===== src/rtl/pwmt_pkg.sv =====
package pwmt_pkg;

  typedef enum logic [1:0] {
    ET_NONE  = 2'b00,
    ET_OVF   = 2'b01,
    ET_SHORT = 2'b10,
    ET_WIDE  = 2'b11
  } etype_e;

  localparam int A_EN_SET   = 0;
  localparam int A_EN_CLR   = 1;
  localparam int A_STATUS   = 2;
  localparam int A_TMR_BASE = 8;

  localparam int F_CFG    = 0;
  localparam int F_PERIOD = 1;
  localparam int F_WIDTH  = 2;

  localparam int STS_INT_LSB   = 0;
  localparam int STS_ETYPE_LSB = 8;
  localparam int STS_ERR_LSB   = 16;

endpackage


===== src/rtl/pwmt_channel.sv =====
module pwmt_channel
  import pwmt_pkg::*;
#(
  parameter int CNT_W      = 16,
  parameter int MIN_PERIOD = 2
) (
  input  logic             clk_i,
  input  logic             rst_ni,
  input  logic             start_i,
  input  logic             run_i,
  input  logic [CNT_W-1:0] period_i,
  input  logic [CNT_W-1:0] width_i,
  output logic             pwm_o,
  output logic             roll_o,
  output logic             err_o,
  output logic [1:0]       etype_o
);

  localparam logic [CNT_W-1:0] CNT_MAX = '1;
  localparam logic [CNT_W-1:0] CNT_ONE = CNT_W'(1);
  localparam logic [CNT_W-1:0] MIN_P   = CNT_W'(MIN_PERIOD);

  logic [CNT_W-1:0] cnt_q, cnt_d;
  logic             first_q, first_d;
  logic             cnt_en;
  logic             roll, ovf, short_ev, wide_ev;
  etype_e           etype;

  always_comb begin
    roll     = run_i && (cnt_q == period_i);
    ovf      = run_i && (cnt_q == CNT_MAX) && !roll;
    short_ev = run_i && first_q && (period_i < MIN_P);
    wide_ev  = roll && (width_i >= period_i);
    if (short_ev)     etype = ET_SHORT;
    else if (wide_ev) etype = ET_WIDE;
    else if (ovf)     etype = ET_OVF;
    else              etype = ET_NONE;
  end

  always_comb begin
    cnt_en  = start_i || run_i;
    first_d = start_i;
    if (start_i || roll || ovf) cnt_d = CNT_ONE;
    else                        cnt_d = cnt_q + CNT_ONE;
  end

  always_ff @(posedge clk_i or negedge rst_ni) begin
    if (!rst_ni) begin
      cnt_q   <= '0;
      first_q <= 1'b0;
    end else begin
      first_q <= first_d;
      if (cnt_en) cnt_q <= cnt_d;
    end
  end

  assign pwm_o   = run_i && (cnt_q <= width_i);
  assign roll_o  = roll;
  assign err_o   = short_ev || wide_ev || ovf;
  assign etype_o = etype;

  AST_RELOAD_ONE: assert property (@(posedge clk_i) disable iff (!rst_ni)
    (roll && !start_i) |=> (cnt_q == CNT_ONE));
  AST_OVF_WRAP: assert property (@(posedge clk_i) disable iff (!rst_ni)
    (ovf && !start_i) |=> (cnt_q == CNT_ONE));
  AST_STARTUP_SHORT: assert property (@(posedge clk_i) disable iff (!rst_ni)
    (first_q && run_i && (period_i < MIN_P)) |-> (err_o && etype_o == ET_SHORT));
  AST_IDLE_LOW: assert property (@(posedge clk_i) disable iff (!rst_ni)
    !run_i |-> !pwm_o);

endmodule


===== src/rtl/pwmt_status.sv =====
module pwmt_status #(
  parameter int NT = 4
) (
  input  logic                clk_i,
  input  logic                rst_ni,
  input  logic [NT-1:0]       roll_i,
  input  logic [NT-1:0]       ien_i,
  input  logic [NT-1:0]       err_i,
  input  logic [NT-1:0][1:0]  etype_i,
  input  logic [NT-1:0]       clr_int_i,
  input  logic [NT-1:0]       clr_err_i,
  output logic [NT-1:0]       int_o,
  output logic [NT-1:0]       err_o,
  output logic [NT-1:0][1:0]  etype_o,
  output logic                irq_o
);

  logic [NT-1:0]      int_q, int_d, err_q, err_d, set_int;
  logic [NT-1:0][1:0] ety_q, ety_d;

  always_comb begin
    set_int = roll_i & ien_i;
    int_d   = set_int | (int_q & ~clr_int_i);
    err_d   = err_i | (err_q & ~clr_err_i);
    for (int i = 0; i < NT; i++) begin
      if (err_i[i])          ety_d[i] = etype_i[i];
      else if (clr_err_i[i]) ety_d[i] = 2'b00;
      else                   ety_d[i] = ety_q[i];
    end
  end

  always_ff @(posedge clk_i or negedge rst_ni) begin
    if (!rst_ni) begin
      int_q <= '0;
      err_q <= '0;
      ety_q <= '0;
    end else begin
      int_q <= int_d;
      err_q <= err_d;
      ety_q <= ety_d;
    end
  end

  assign int_o   = int_q;
  assign err_o   = err_q;
  assign etype_o = ety_q;
  assign irq_o   = |(int_q | (err_q & ien_i));

  for (genvar g = 0; g < NT; g++) begin : g_chk
    AST_SET_WINS: assert property (@(posedge clk_i) disable iff (!rst_ni)
      set_int[g] |=> int_q[g]);
    AST_CODE_IDLE: assert property (@(posedge clk_i) disable iff (!rst_ni)
      !err_q[g] |-> (ety_q[g] == 2'b00));
    AST_ERR_STICKY: assert property (@(posedge clk_i) disable iff (!rst_ni)
      (err_q[g] && !clr_err_i[g]) |=> err_q[g]);
  end

endmodule


===== src/rtl/pwmt_regs.sv =====
module pwmt_regs
  import pwmt_pkg::*;
#(
  parameter int NT     = 4,
  parameter int CNT_W  = 16,
  parameter int ADDR_W = 6
) (
  input  logic                   clk_i,
  input  logic                   rst_ni,
  input  logic [ADDR_W-1:0]      addr_i,
  input  logic [31:0]            wdata_i,
  input  logic                   we_i,
  input  logic [NT-1:0]          int_i,
  input  logic [NT-1:0]          err_i,
  input  logic [NT-1:0][1:0]     etype_i,
  output logic [31:0]            rdata_o,
  output logic [NT-1:0]          en_o,
  output logic [NT-1:0]          start_o,
  output logic [NT-1:0]          ien_o,
  output logic [NT-1:0][CNT_W-1:0] period_o,
  output logic [NT-1:0][CNT_W-1:0] width_o,
  output logic [NT-1:0]          clr_int_o,
  output logic [NT-1:0]          clr_err_o
);

  localparam int IDX_W = ADDR_W - 2;
  localparam int SEL_W = (NT > 1) ? $clog2(NT) : 1;

  logic [NT-1:0]            en_q, en_d, set_m, clr_m;
  logic [NT-1:0]            ien_q;
  logic [NT-1:0][CNT_W-1:0] per_q, wid_q;
  logic [ADDR_W-1:0]        toff;
  logic [IDX_W-1:0]         tidx;
  logic [1:0]               tfld;
  logic [SEL_W-1:0]         tsel;
  logic                     in_tmr;
  logic [31:0]              sts;
  logic                     unused_bits;

  always_comb begin
    toff   = addr_i - ADDR_W'(A_TMR_BASE);
    tidx   = toff[ADDR_W-1:2];
    tfld   = toff[1:0];
    tsel   = SEL_W'(tidx);
    in_tmr = (addr_i >= ADDR_W'(A_TMR_BASE)) && (int'(tidx) < NT);
  end

  always_comb begin
    set_m     = (we_i && addr_i == ADDR_W'(A_EN_SET)) ? wdata_i[NT-1:0] : '0;
    clr_m     = (we_i && addr_i == ADDR_W'(A_EN_CLR)) ? wdata_i[NT-1:0] : '0;
    en_d      = (en_q | set_m) & ~clr_m;
    start_o   = set_m & ~en_q;
    clr_int_o = (we_i && addr_i == ADDR_W'(A_STATUS)) ? wdata_i[STS_INT_LSB +: NT] : '0;
    clr_err_o = (we_i && addr_i == ADDR_W'(A_STATUS)) ? wdata_i[STS_ERR_LSB +: NT] : '0;
  end

  always_ff @(posedge clk_i or negedge rst_ni) begin
    if (!rst_ni) en_q <= '0;
    else         en_q <= en_d;
  end

  for (genvar g = 0; g < NT; g++) begin : g_tmr
    logic wr_cfg, wr_per, wr_wid;
    assign wr_cfg = we_i && in_tmr && (int'(tidx) == g) && (tfld == 2'(F_CFG));
    assign wr_per = we_i && in_tmr && (int'(tidx) == g) && (tfld == 2'(F_PERIOD));
    assign wr_wid = we_i && in_tmr && (int'(tidx) == g) && (tfld == 2'(F_WIDTH));

    always_ff @(posedge clk_i or negedge rst_ni) begin
      if (!rst_ni) begin
        ien_q[g] <= 1'b0;
        per_q[g] <= '0;
        wid_q[g] <= '0;
      end else begin
        if (wr_cfg) ien_q[g] <= wdata_i[0];
        if (wr_per) per_q[g] <= wdata_i[CNT_W-1:0];
        if (wr_wid) wid_q[g] <= wdata_i[CNT_W-1:0];
      end
    end

    AST_START_RUNS: assert property (@(posedge clk_i) disable iff (!rst_ni)
      start_o[g] |=> en_q[g]);
  end

  always_comb begin
    sts = '0;
    for (int i = 0; i < NT; i++) begin
      sts[STS_INT_LSB + i]           = int_i[i];
      sts[STS_ERR_LSB + i]           = err_i[i];
      sts[STS_ETYPE_LSB + 2*i +: 2]  = etype_i[i];
    end
  end

  always_comb begin
    rdata_o = '0;
    if (addr_i == ADDR_W'(A_EN_SET) || addr_i == ADDR_W'(A_EN_CLR)) begin
      rdata_o = 32'(en_q);
    end else if (addr_i == ADDR_W'(A_STATUS)) begin
      rdata_o = sts;
    end else if (in_tmr) begin
      case (tfld)
        2'(F_CFG):    rdata_o = 32'(ien_q[tsel]);
        2'(F_PERIOD): rdata_o = 32'(per_q[tsel]);
        2'(F_WIDTH):  rdata_o = 32'(wid_q[tsel]);
        default:      rdata_o = '0;
      endcase
    end
  end

  assign unused_bits = ^{wdata_i, tidx};
  assign en_o     = en_q;
  assign ien_o    = ien_q;
  assign period_o = per_q;
  assign width_o  = wid_q;

endmodule


===== src/rtl/pwmt_bank.sv =====
module pwmt_bank
  import pwmt_pkg::*;
#(
  parameter int NT         = 4,
  parameter int CNT_W      = 16,
  parameter int ADDR_W     = 6,
  parameter int MIN_PERIOD = 2
) (
  input  logic              clk,
  input  logic              rst_n,
  input  logic [ADDR_W-1:0] addr,
  input  logic [31:0]       wdata,
  input  logic              we,
  output logic [31:0]       rdata,
  output logic [NT-1:0]     pwm_out,
  output logic              irq
);

  logic [1:0]               rst_sync_q;
  logic                     rst_ni;
  logic [NT-1:0]            en, start, ien, roll, err_ev, int_l, err_l, clr_int, clr_err;
  logic [NT-1:0][1:0]       ety_ev, ety_l;
  logic [NT-1:0][CNT_W-1:0] period, width;

  always_ff @(posedge clk or negedge rst_n) begin
    if (!rst_n) rst_sync_q <= 2'b00;
    else        rst_sync_q <= {rst_sync_q[0], 1'b1};
  end
  assign rst_ni = rst_sync_q[1];

  pwmt_regs #(.NT(NT), .CNT_W(CNT_W), .ADDR_W(ADDR_W)) u_regs (
    .clk_i     (clk),
    .rst_ni    (rst_ni),
    .addr_i    (addr),
    .wdata_i   (wdata),
    .we_i      (we),
    .int_i     (int_l),
    .err_i     (err_l),
    .etype_i   (ety_l),
    .rdata_o   (rdata),
    .en_o      (en),
    .start_o   (start),
    .ien_o     (ien),
    .period_o  (period),
    .width_o   (width),
    .clr_int_o (clr_int),
    .clr_err_o (clr_err)
  );

  for (genvar g = 0; g < NT; g++) begin : g_ch
    pwmt_channel #(.CNT_W(CNT_W), .MIN_PERIOD(MIN_PERIOD)) u_ch (
      .clk_i    (clk),
      .rst_ni   (rst_ni),
      .start_i  (start[g]),
      .run_i    (en[g]),
      .period_i (period[g]),
      .width_i  (width[g]),
      .pwm_o    (pwm_out[g]),
      .roll_o   (roll[g]),
      .err_o    (err_ev[g]),
      .etype_o  (ety_ev[g])
    );
  end

  pwmt_status #(.NT(NT)) u_sts (
    .clk_i     (clk),
    .rst_ni    (rst_ni),
    .roll_i    (roll),
    .ien_i     (ien),
    .err_i     (err_ev),
    .etype_i   (ety_ev),
    .clr_int_i (clr_int),
    .clr_err_i (clr_err),
    .int_o     (int_l),
    .err_o     (err_l),
    .etype_o   (ety_l),
    .irq_o     (irq)
  );

  AST_IRQ_FALL: assert property (@(posedge clk) disable iff (!rst_ni)
    $fell(irq) |-> $past(we));

endmodule


===== config.mk =====
export PLATFORM = sky130hd
export DESIGN_NAME = pwmt_bank
export DESIGN_NICKNAME = d
export VERILOG_FILES = /design/src/rtl/pwmt_pkg.sv /design/src/rtl/pwmt_channel.sv /design/src/rtl/pwmt_status.sv /design/src/rtl/pwmt_regs.sv /design/src/rtl/pwmt_bank.sv
export SDC_FILE = /design/constraint.sdc
export NUM_CORES = 1
export LEC_CHECK = 0
export ABC_AREA = 1
export BUFFER_PORTS_ARGS = -buffer_cell sky130_fd_sc_hd__buf_2
export CAP_MARGIN = 10
export CORE_MARGIN = 2
export CORE_UTILIZATION = 49
export CTS_CLUSTER_DIAMETER = 30
export CTS_CLUSTER_SIZE = 30
export DETAILED_ROUTE_END_ITERATION = 12
export GPL_TIMING_DRIVEN = 0
export PLACE_DENSITY = 0.72
export SLEW_MARGIN = 10
export SYNTH_ARGS = -nofsm -noshare
export SYNTH_HDL_FRONTEND = slang
export SYNTH_SLANG_ARGS = --single-unit

===== constraint.sdc =====
create_clock -name clk -period 12.1 [get_ports clk]
set_input_delay 2.42 -clock clk [delete_from_list [all_inputs] [get_ports clk]]
set_output_delay 2.42 -clock clk [all_outputs]
set_load 0.01 [all_outputs]

## Yosys cells after proc, flatten, opt, wreduce, memory -nomap -nowiden

Cells that the tools add are included.

- $add $sub $neg: 5
- Magnitude comparators: 15
- Eq/ne operators: 15
- Mux-type cells: 38
- Bitwise operators: 14
- Reduce and logical (&&, ||, !) cells: 82

Operators by type and width:

| kind | count |
|---|---|
| $mux 16 | 6 |
| $mux 32 | 3 |
| $add 16x1->16 const B | 4 |
| $bmux 16 s2 | 2 |
| $eq 16x16->1 | 4 |
| $eq 16x16->1 const B | 4 |
| $ge 16x16->1 | 4 |
| $le 16x16->1 | 4 |
| $lt 16x2->1 const B | 4 |
| $logic_and 1x1->1 | 49 |
| $pmux 16 s3 | 1 |
| $mux 2 | 16 |
| $and 4x4->4 | 6 |
| $logic_or 1x1->1 | 21 |
| $mux 4 | 4 |
| $not 4->4 | 4 |
| $or 4x4->4 | 4 |
| $eq 4x3->1 const B | 2 |
| $reduce_bool 2->1 | 4 |
| $eq 6x1->1 const B | 1 |
| $eq 6x2->1 const B | 1 |
| $ge 6x4->1 const B | 1 |
| $logic_not 6->1 | 1 |
| $sub 6x4->6 const B | 1 |
| other kinds (11) | 18 |

- Flip-flop bits (word level): 222
- Input port bits: 41
- Output and inout port bits: 37
- Logic and storage cells: 197

## Logic depth before layout (Yosys ltp)

- Depth after elaboration: 8
- Mapped depth: 15

## Modules after synthesis

Synthesis repeated with hierarchy kept, for this count alone.

- Cell total of the unflattened synthesis: 2,370
- Area, all modules: 16,569.6 um2

By module, submodules not included:

| module | times used | cells an instance | area each (um2) |
|---|---|---|---|
| pwmt_channel | 4 | 319 | 2,130.8 |
| pwmt_regs | 1 | 1,012 | 7,340.8 |
| pwmt_status | 1 | 79 | 651.9 |
| pwmt_bank | 1 | 3 | 53.8 |

## Worst setup path before layout

OpenSTA, ideal clock, no wires.

- Path kind: input port to output port
- Start: in addr[3]
- End: out rdata[10]
- Arrival time: 3,589 ps
- Setup slack: 6,091 ps
- Stages: 8
- Path buffers: 1
- Cells stage by stage: inv_1 > ha_1 > nand2_1 > nor2_1 > nand2_4 > inv_1 > clkbuf_1 > a22o_1

- Cells in the longest elaborated chain, start to end: 7
- Elaborated cells on any way between the ends: 16

RTL lines:

| element | line | text |
|---|---|---|
| start, declared | pwmt_bank.sv:11 | `input logic [ADDR_W-1:0] addr,` |
| $sub 6x4->6 | pwmt_regs.sv:41 | `toff = addr_i - ADDR_W'(A_TMR_BASE);` |
| $bmux 16 s2 (on tied branches) | pwmt_regs.sv:103, pwmt_regs.sv:102 |  |
| $mux 16 (on tied branches) | pwmt_regs.sv:103, pwmt_regs.sv:102 |  |
| $pmux 16 s3 | pwmt_regs.sv:100 | `case (tfld)` |
| $mux 32 | pwmt_regs.sv:99 | `end else if (in_tmr) begin` |
| $mux 32 | pwmt_regs.sv:97 | `end else if (addr_i == ADDR_W'(A_STATUS)) begin` |
| $mux 32 * | pwmt_regs.sv:95 | `if (addr_i == ADDR_W'(A_EN_SET) \|\| addr_i == ADDR_W'(A_EN_CLR)) begin` |
| end, declared | pwmt_bank.sv:14 | `output logic [31:0] rdata,` |

Mark *: on every way between the ends. The rest lies on a longest branch, timed or not. The select of a mux whose other input is x is not followed.

## Worst setup path in the final report

- Start: in addr[3]
- End: out rdata[13]

Same word-level chain as after synthesis.

==> flow_metrics.tcl <==
set metrics [dict create \
    die_y_um 184 \
    max_cap_violations 0 \
    cp.required_ns 9.68 \
    placed_area_um2 16800 \
    grt.met1_usage_pct 47.5 \
    synth_edf_count 0 \
    vias_per_cell 5.71 \
    clock_tree.buffer_depth 3 \
    timing.rr.start "g_ch[1].u_ch.cnt_q[1]" \
    synth_top_area_cell "dfrtp_1" \
    numClockSinks 222 \
    syn_area_per_cell_um2 7.11 \
    grt_pass1_vias 15500 \
    die-area_um2 33900 \
    grt_overflow 0 \
    antenna_found_initial 3 \
    yosys.cell_types.count 43 \
    hpwl_um 44200 \
    ys_ff_latch 222 \
    cts_tree "done" \
    holdCritPathClass "flip-flop to flip-flop" \
    vias 16100 \
    setup_viol 0 \
    end_kind "output port" \
    fin_skew_ns 0.0130 \
    track_usage_pct 35.5 \
    status "complete, no violations" \
    powerDensity_nw_per_um2 213 \
    ys_warn_count 0 \
    leakagePower_nw 9.88 \
    initial_core_util_pct 50.1 \
    final_core_util_pct 60.6 \
    first_iter_violations 1508 \
    avgRoutedWirePerCell_um 20.9 \
    min_period_ns 6.80 \
    slew_violations 0 \
    grt_pass1_wl_um 89500 \
    grt-busiest-layer "met2" \
    worst_pin_slew_ns 0.810 \
    clk_latency_ns 0.59 \
    syn_to_final_growth_pct 21.1 \
    criticalPathCategory "input pin to output port" \
    synthesis.area_um2 15900 \
    synth_cells 2235 \
    use_met2_pct 53.6 \
    slew_headroom_pct 46.0 \
    critical_path_arrival_ns 4.38 \
    netlist_top_cells_area "dfrtp_1 35%, nand2_1 15%, ha_1 11%" \
    hold_buffers 0 \
    cp-startpoint "addr[3]" \
    use_met3_pct 9.13 \
    cts.htree.levels 3 \
    rsz0062_at_grt "no" \
    fin_crit_sh_pct 56.2 \
    fillers 2897 \
    core_area_um2 31700 \
    cts_setup_buffers 0 \
    die_w_um 184 \
    dr.pass1.iters 6 \
    start_kind "input pin" \
    synthArstFlopShare_pct 100 \
    worst-path-max-fanout 10 \
    finalWirelength_um 59000 \
    cts_resized 0 \
    fmax_mhz 147 \
    finalSetupTns_ns 0 \
    path_clk_slew_ns 0.04 \
    nNetsFinal 2548 \
    p_total_w 0.00410 \
    finalInstanceArea_um2 19200 \
    place.gp.congestion 1.11 \
    synth_ff_type "dfrtp_1" \
    hold_viol_final 0 \
    peakVddDrop_uv 130 \
    cts_made_buffers 68 \
    cts-root-buf "clkbuf_16" \
    drive_gt1_share_pct 11.3 \
    io_buffer_count 53 \
    ant_nets 0 \
    ys_seq_area_share_pct 35.0 \
    worstHoldStart "rst_sync_q[0]" \
    synth_top_area_share_pct 35.0 \
    boundaryPins 78 \
    grt_max_degree 61 \
    drc_errors 0 \
    rows 65 \
]
## path summary, 6_finish.rpt
check                                         to  slack (ns)  cells after the start
max                                    rdata[13]        5.30                     11
min                                rst_sync_q[1]        0.35                      0
max reg2reg                g_ch[1].u_ch.cnt_q[1]        9.92                      9
min reg2reg                        rst_sync_q[1]        0.35                      0
max in group asynchronous  g_ch[1].u_ch.cnt_q[4]       10.32                      3
min in group asynchronous  g_ch[2].u_ch.cnt_q[6]        0.37                      0
## cell usage after synthesis (all sizes together), types with 3 or more instances
| cell | instances |
|---|---|
| xnor2 | 10 |
| o22ai | 69 |
| nand3b | 6 |
| clkbuf | 13 |
| a21oi | 88 |
| nor4 | 10 |
| nor3 | 40 |
| xor2 | 26 |
| nor3b | 5 |
| buf | 55 |
| nand4 | 42 |
| inv | 318 |
| nor2 | 198 |
| o21bai | 6 |
| a22o | 5 |
| dfrtp | 222 |
| ha | 134 |
| nand2 | 651 |
| o21ai | 213 |
| and2 | 3 |
| o211ai | 4 |
| nand3 | 106 |
## per-stage QoR
stage	hold WS [ns]	std cells	setup WS [ns]
6_report	0.347	2827	5.30
5_1_grt	0.359	2826	5.18
4_1_cts	0.349	2826	5.34
3_5_place_dp	0.340	2705	5.35
3_3_place_gp	0.337	2701	2.66
2_1_floorplan	0.331	2246	5.46
## sequential cells by signal (all words and copies together) (netlist names)
name and count:
g_ch.u_ch.cnt_q 64, u_regs.period_o 64, u_regs.width_o 64, u_sts.etype_o 8, g_ch.u_ch.first_q 4, u_regs.en_o 4
u_regs.ien_o 4, u_sts.err_o 4, u_sts.int_o 4, rst_sync_q 2
## cell type report
| type | count | area (um2) | share of cell area, % |
|---|---|---|---|
| multi-input combinational | 1636 | 8680 | 45.1 |
| sequential | 222 | 5560 | 28.9 |
| clock buffer | 80 | 1870 | 9.71 |
| inverter | 320 | 1200 | 6.25 |
| clock inverter | 41 | 566 | 2.94 |
| tap | 402 | 503 | 2.62 |
| buffer | 68 | 490 | 2.55 |
| timing repair buffer | 57 | 359 | 1.87 |
| antenna | 1 | 2.50 | 0.0130 |
## placed cells by master (no fill, tap or decap), drive strengths merged, types with 13 or more instances in the layout
cell type and instances:
a21oi 88, buf 112, clkbuf 93, clkinv 22, conb 13, dfrtp 222
ha 134, inv 322, nand2 651, nand3 106, nand4 42, nor2 198
nor3 40, o21ai 213, o22ai 69, xor2 26
## critical path, stage by stage
cell      delay [ns]
buf_2           0.18
inv_1           0.12
ha_1            0.29
nand2_1         0.05
nor2_1          0.16
nand2_4         0.14
inv_1           0.10
clkbuf_1        0.42
nand2_1         0.21
o21ai_0         0.12
buf_2           0.16
## metal layers
layer  up-vias  part of all wire (%)  wire (um)
li1       7595                     -          -
met1      7573                    42      24800
met2       800                    43      25300
met3       177                    10       6090
met4         2                   4.8       2820
met5         -                 0.020         12
## power by group
group | switching (W) | leakage, nW | internal (W)
combinational | 0.000719 | 5.81 | 0.000419
sequential | 0.000198 | 2.89 | 0.000881
clock | 0.000565 | 1.18 | 0.00132
## kinds of logic (layout without fill, tap and decap cells)
logic type	count (synthesis)	count (layout)	synth area share [%]
and+or+nand+nor	1064	1064	28.6
AOI/OAI and AO/OA	389	389	13.2
buffers and inverters	388	566	10.7
DFF	222	222	35.0
adders and majority gates	134	134	10.6
xor gates and xnor gates	36	36	1.99
other	2	14	0.0473
No activity file was read; power rests on OpenSTA's default activity.
